`config.mk`:
```
export PLATFORM = sky130hd
export DESIGN_NAME = aes_kgen
export DESIGN_NICKNAME = d
export VERILOG_FILES = /design/src/rtl/aes_kgen_pkg.sv /design/src/rtl/aes_kgen_sbox.sv /design/src/rtl/aes_kgen_subword.sv /design/src/rtl/aes_kgen_step.sv /design/src/rtl/aes_kgen.sv
export SDC_FILE = /design/constraint.sdc
export NUM_CORES = 2
export LEC_CHECK = 0
export BUFFER_PORTS_ARGS = -buffer_cell sky130_fd_sc_hd__buf_2
export CAP_MARGIN = 10
export CORE_MARGIN = 2
export CORE_UTILIZATION = 52
export CTS_BUF_LIST = sky130_fd_sc_hd__clkbuf_8
export CTS_CLUSTER_DIAMETER = 120
export CTS_CLUSTER_SIZE = 20
export DETAILED_ROUTE_END_ITERATION = 8
export PLACE_DENSITY = 0.68
export SETUP_SLACK_MARGIN = 0.3
export SLEW_MARGIN = 20
export SYNTH_ARGS = -nofsm -noshare
export SYNTH_HDL_FRONTEND = slang
export SYNTH_HIERARCHICAL = 1
export SYNTH_SLANG_ARGS = --single-unit
```
`constraint.sdc`:
```
create_clock -name clk_i -period 19.83 [get_ports clk_i]
set_input_delay 1.983 -clock clk_i [delete_from_list [all_inputs] [get_ports clk_i]]
set_output_delay 1.983 -clock clk_i [all_outputs]
set_load 0.03 [all_outputs]
```
`src/rtl/aes_kgen_pkg.sv`:
```
package aes_kgen_pkg;
  localparam int BYTE_W  = 8;
  localparam int WORD_W  = 32;
  localparam int NWORDS  = 4;
  localparam int KEY_W   = WORD_W * NWORDS;
  localparam int LAST_RD = 10;
  localparam int ROUND_W = $clog2(LAST_RD + 1);

  typedef logic [BYTE_W-1:0] byte_t;
  typedef logic [WORD_W-1:0] word_t;
  typedef logic [KEY_W-1:0]  key_t;
  typedef logic [ROUND_W-1:0] round_t;

  // multiply in GF(2^8) modulo x^8+x^4+x^3+x+1
  function automatic byte_t gf_mul(byte_t a, byte_t b);
    byte_t acc, aa;
    acc = '0;
    aa  = a;
    for (int i = 0; i < BYTE_W; i++) begin
      if (b[i]) acc = acc ^ aa;
      aa = aa[7] ? ((aa << 1) ^ 8'h1b) : (aa << 1);
    end
    return acc;
  endfunction

  function automatic byte_t rcon(round_t r);
    case (r)
      4'd1:  return 8'h01;
      4'd2:  return 8'h02;
      4'd3:  return 8'h04;
      4'd4:  return 8'h08;
      4'd5:  return 8'h10;
      4'd6:  return 8'h20;
      4'd7:  return 8'h40;
      4'd8:  return 8'h80;
      4'd9:  return 8'h1b;
      4'd10: return 8'h36;
      default: return 8'h00;
    endcase
  endfunction

  function automatic word_t rot_word(word_t w);
    return {w[WORD_W-BYTE_W-1:0], w[WORD_W-1:WORD_W-BYTE_W]};
  endfunction
endpackage

```
`src/rtl/aes_kgen_sbox.sv`:
```
module aes_kgen_sbox
  import aes_kgen_pkg::*;
(
  input  byte_t a_i,
  output byte_t s_o
);
  byte_t inv;
  byte_t sq;

  // a^254 = a^2 * a^4 * ... * a^128 (0 maps to 0)
  always_comb begin
    sq  = gf_mul(a_i, a_i);
    inv = sq;
    for (int i = 2; i < BYTE_W; i++) begin
      sq  = gf_mul(sq, sq);
      inv = gf_mul(inv, sq);
    end
  end

  // affine map
  always_comb begin
    s_o = inv ^ {inv[6:0], inv[7]} ^ {inv[5:0], inv[7:6]}
              ^ {inv[4:0], inv[7:5]} ^ {inv[3:0], inv[7:4]} ^ 8'h63;
  end
endmodule

```
`src/rtl/aes_kgen_subword.sv`:
```
module aes_kgen_subword
  import aes_kgen_pkg::*;
(
  input  word_t w_i,
  output word_t w_o
);
  localparam int NB = WORD_W / BYTE_W;

  for (genvar g = 0; g < NB; g++) begin : g_sbox
    aes_kgen_sbox u_sbox (
      .a_i(w_i[g*BYTE_W +: BYTE_W]),
      .s_o(w_o[g*BYTE_W +: BYTE_W])
    );
  end
endmodule

```
`src/rtl/aes_kgen_step.sv`:
```
module aes_kgen_step
  import aes_kgen_pkg::*;
(
  input  key_t   key_i,
  input  round_t round_i,
  input  logic   rev_i,
  output key_t   key_o
);
  word_t  w [NWORDS];
  word_t  o [NWORDS];
  word_t  sel, sub, t;
  round_t rc_idx;

  for (genvar g = 0; g < NWORDS; g++) begin : g_split
    assign w[g] = key_i[KEY_W-1-g*WORD_W -: WORD_W];
    assign key_o[KEY_W-1-g*WORD_W -: WORD_W] = o[g];
  end

  // one SubWord shared by both directions
  assign sel    = rev_i ? (w[NWORDS-1] ^ w[NWORDS-2]) : w[NWORDS-1];
  assign rc_idx = rev_i ? round_i : round_i + round_t'(1);

  aes_kgen_subword u_sub (
    .w_i(rot_word(sel)),
    .w_o(sub)
  );

  assign t = sub ^ {rcon(rc_idx), {(WORD_W-BYTE_W){1'b0}}};

  always_comb begin
    if (rev_i) begin
      o[0] = w[0] ^ t;
      for (int i = 1; i < NWORDS; i++) o[i] = w[i] ^ w[i-1];
    end else begin
      o[0] = w[0] ^ t;
      for (int i = 1; i < NWORDS; i++) o[i] = w[i] ^ o[i-1];
    end
  end
endmodule

```
`src/rtl/aes_kgen.sv`:
```
module aes_kgen
  import aes_kgen_pkg::*;
(
  input  logic         clk_i,
  input  logic         rst_ni,
  input  logic         load_i,
  input  logic [127:0] key_i,
  input  logic         dir_i,
  input  logic         step_i,
  output logic [127:0] rkey_o,
  output logic [3:0]   round_o
);
  key_t   key_q, key_nxt;
  round_t round_q;
  logic   rev_q;
  logic   can_fwd, can_rev, adv;

  aes_kgen_step u_step (
    .key_i  (key_q),
    .round_i(round_q),
    .rev_i  (rev_q),
    .key_o  (key_nxt)
  );

  assign can_fwd = !rev_q && (round_q < round_t'(LAST_RD));
  assign can_rev = rev_q && (round_q != '0);
  assign adv     = step_i && !load_i && (can_fwd || can_rev);

  always_ff @(posedge clk_i or negedge rst_ni) begin
    if (!rst_ni) begin
      key_q   <= '0;
      round_q <= '0;
      rev_q   <= 1'b0;
    end else if (load_i) begin
      key_q   <= key_i;
      rev_q   <= dir_i;
      round_q <= dir_i ? round_t'(LAST_RD) : '0;
    end else if (adv) begin
      key_q   <= key_nxt;
      round_q <= rev_q ? round_q - round_t'(1) : round_q + round_t'(1);
    end
  end

  assign rkey_o  = key_q;
  assign round_o = round_q;

  p_round_range_r7: assert property (@(posedge clk_i) disable iff (!rst_ni)
    round_o <= 4'(LAST_RD));

  p_load_key_r2: assert property (@(posedge clk_i) disable iff (!rst_ni)
    load_i |=> (rkey_o == $past(key_i)) &&
               (round_o == ($past(dir_i) ? 4'(LAST_RD) : 4'd0)));

  p_load_wins_r8: assert property (@(posedge clk_i) disable iff (!rst_ni)
    (load_i && step_i && !dir_i) |=> round_o == 4'd0);

  p_hold_r9: assert property (@(posedge clk_i) disable iff (!rst_ni)
    (!load_i && !step_i) |=> $stable(rkey_o) && $stable(round_o));

  p_fwd_sat_r7: assert property (@(posedge clk_i) disable iff (!rst_ni)
    (!load_i && step_i && !rev_q && round_o == 4'(LAST_RD)) |=> $stable(rkey_o));

  p_fwd_chain_r3: assert property (@(posedge clk_i) disable iff (!rst_ni)
    (!load_i && step_i && !rev_q && round_o < 4'(LAST_RD)) |=>
      (round_o == $past(round_o) + 4'd1) &&
      ((rkey_o[63:32] ^ rkey_o[31:0]) == $past(rkey_o[31:0])));

  p_rev_chain_r4: assert property (@(posedge clk_i) disable iff (!rst_ni)
    (!load_i && step_i && rev_q && round_o != 4'd0) |=>
      (round_o == $past(round_o) - 4'd1) &&
      (rkey_o[31:0] == ($past(rkey_o[31:0]) ^ $past(rkey_o[63:32]))));
endmodule

```
==> metrics.cfg <==
[sta]
finalSetupViolCount=0
drv_slew=0
tightest_slew_ns=1.16
final-hold-violation-count=0
worst_hold_slack_ns=0.657
setup_ws_ns=1.09
rsz0062_at_grt=no
finalCritPeriodShare_pct=94.5
fmax_mhz=53.4
finalCriticalPeriod_ns=18.74
tns_ns=0
slew_headroom_pct=22.1
fin_worst_skew_ns=0.0504

[synth]
syn-num-nets=9598
syn_area_sq_um=71100
ys.flop_type=dfrtp_1
synthXorXnorAreaFrac_pct=45.3
synth_edf_count=0
synthMuxAreaShare_pct=5.71
synthAdderAreaFrac_pct=0.574
yosys.cell_types.count=128
synthArstFlopShare_pct=100
yosys_warnings=6
synth_compound_area_share_pct=18.5
synth-seq-area-share_pct=4.68
netlist_instances=9433
syn_area_per_cell_sq_um=7.54
synth_seq_cells=133
synth_top_family_by_area=XOR/XNOR gates
synthSimpleGateAreaFrac_pct=20.6

[grt]
grt_pass1_vias=64937
grt_antenna_before_repair=16
grt_max_degree=164
overflow=0
track_usage_pct=30.8
grt_pass1_wl_mm=359

[die]
die_height_microns=374
fp.dieArea_sq_um=140000
initial_core_util_pct=52.4
io_pins=265
std_cell_rows=135
die_x_microns=374
core_sq_um=136000

[critical_path]
path_common_cell=xnor3_1
cp_slowest_cell=xnor3_1
slowest_delay_ns=0.77
critical_path_class=reg -> reg
worstPathRequired_ns=20.34
start_kind=flop
endpoint_kind=flop
reg2reg_depth=60
cp_data_arrival_time_ns=19.25
cp_max_fo=25

[placed_design]
port_buffers=264
dp_hpwl_mm=167
place_ws_ns=0.383
gp_congestion=0.977

[layout]
num-fill-cells=12715
syn_to_final_growth_pct=7.54
layout-drive-gt1-share_pct=12.7
ff_latch_area_sq_um=3330
multi_input_area_sq_um=65500
nets=9660

[clock_network]
holdBufCountCts=0
root_buffer=clkbuf_8
cts_tree=built
clk_pin_slew_ns=0.14
h-tree-depth=4
cts_made_buffers=17
clk_latency_ns=0.62
clock-sinks=133
cts_buffer_depth=2

[hold_path]
worstHoldPathType=reg -> reg
min_path_cells=2

[detailed_routing]
vias=69898
via_per_inst=6.19
drc=0
drt_wl_total_mm=226
drt-pass1-iter-count=6
drt_iter0_drc=7762
antenna_left=0
wl_per_cell_microns=20.1

[status]
status=finished, final reports clean

[run]
maxCapViolCount=0

-- layout make-up --
class                           instances  share of cell area (%)
Clock inverter                         14                   0.205
Antenna cell                            4                  0.0131
Clock buffer                           18                   0.324
Sequential cell                       133                    4.36
Inverter                               81                   0.398
Timing Repair Buffer                  695                    6.06
Multi-Input combinational cell       8567                    85.7
Tap cell                             1781                    2.91
-- worst paths after layout --
| path | start | end | slack, ns |
|---|---|---|---|
| worst min register to register | rkey_o[96]$_DFFE_PN0P_ | rkey_o[96]$_DFFE_PN0P_ | 0.66 |
| worst max register to register | rev_q$_DFFE_PN0P_ | rkey_o[5]$_DFFE_PN0P_ | 1.09 |
| worst max-delay path | rev_q$_DFFE_PN0P_ | rkey_o[5]$_DFFE_PN0P_ | 1.09 |
| max in group asynchronous | rst_ni | rkey_o[73]$_DFFE_PN0P_ | 16.88 |
| min in group asynchronous | rst_ni | rkey_o[26]$_DFFE_PN0P_ | 1.49 |
| worst min-delay path | rkey_o[96]$_DFFE_PN0P_ | rkey_o[96]$_DFFE_PN0P_ | 0.66 |
-- flip-flops by register name, summed over array words and instances (netlist names) --
signal / count
rev_q: 1
rkey_o: 128
round_o: 4
-- layer usage --
layer	share of wire [%]	wire length [microns]	vias to the layer above	global-route usage [%]
met3	8.6	19400	381	4.75
met2	45	103000	3298	49.2
met1	44	99200	33258	43.3
met5	0.038	87	-	0
met4	2.3	5120	12	7.34
li1	-	-	32949	-
-- cells in the mapped netlist, types with 26 or more instances --
cell | count | area [sq um]
mux2_2 | 37 | 417
inv_1 | 56 | 210
nand3b_1 | 27 | 203
xnor2_2 | 90 | 1460
nor2_1 | 1346 | 5050
nor2b_1 | 67 | 419
or3_1 | 64 | 400
buf_1 | 42 | 158
a211oi_1 | 85 | 638
dfrtp_1 | 133 | 3330
xor3_1 | 30 | 713
o211ai_1 | 84 | 631
mux2i_1 | 343 | 3430
xor2_2 | 29 | 472
a221oi_1 | 34 | 298
o32ai_1 | 28 | 245
xnor3_1 | 348 | 7840
nand4_1 | 46 | 288
o21ai_0 | 432 | 2160
buf_4 | 27 | 203
o22ai_1 | 83 | 519
nor4_1 | 26 | 163
buf_2 | 157 | 786
nor3_1 | 248 | 1240
nand3_1 | 222 | 1110
o31ai_1 | 62 | 465
ha_1 | 31 | 388
xor2_1 | 531 | 4650
a21oi_1 | 455 | 2280
a21boi_0 | 26 | 195
nand2_1 | 973 | 3650
and2_1 | 49 | 307
nand2b_1 | 47 | 294
clkbuf_1 | 408 | 1530
a22oi_1 | 58 | 435
a32oi_1 | 54 | 473
xnor3_2 | 45 | 1070
o21ai_1 | 97 | 485
a21o_1 | 35 | 263
xnor2_1 | 1765 | 15500
and3_1 | 58 | 363
o2111ai_1 | 28 | 245
a31oi_1 | 70 | 438
-- repair_timing --
item,CTS,global route
buffers inserted,0,25
pin swaps,0,3
resized for setup,1,58
setup endpoints to repair,1,125
-- cells by family after synthesis --
| logic type | Yosys count |
|---|---|
| compound gates | 1976 |
| xor+xnor | 2859 |
| fa+ha+maj | 32 |
| buf+inv | 733 |
| flops | 133 |
| mux | 392 |
| simple gates | 3308 |
-- per-stage QoR --
step           util [%]  instances  cell area, sq um
3_3_place_gp       55.6      11232             75400
3_5_place_dp       55.6      11232             75400
6_report           56.4      11293             76500
4_1_cts            55.9      11264             75800
5_1_grt            56.4      11293             76500
2_1_floorplan         -       9433             71100
-- critical path: cells and delay by family (launching register included) --
kind	cells	cell delay [ns]
xor+xnor	34	12.97
simple gates	11	2.18
buf+inv	7	1.55
compound gates	7	1.24
flops	1	0.50
mux	1	0.09
-- placed cells by master (no fill, tap or decap), types with 54 or more instances in the layout --
master       n
xnor2_1   1676
nor2_1    1344
nand2_1    972
xor2_1     514
a21oi_1    455
o21ai_0    432
buf_4      427
xnor3_1    343
mux2i_1    342
buf_2      262
nor3_1     248
nand3_1    220
xnor2_2    166
dfrtp_1    132
o21ai_1     95
a211oi_1    85
o211ai_1    84
o22ai_1     83
a31oi_1     70
nor2b_1     67
or3_1       64
o31ai_1     62
and3_1      58
a22oi_1     58
inv_1       55
a32oi_1     54
Power is not shown: default switching activity piles up to over one toggle a cycle in this logic, so the estimate is an artifact.
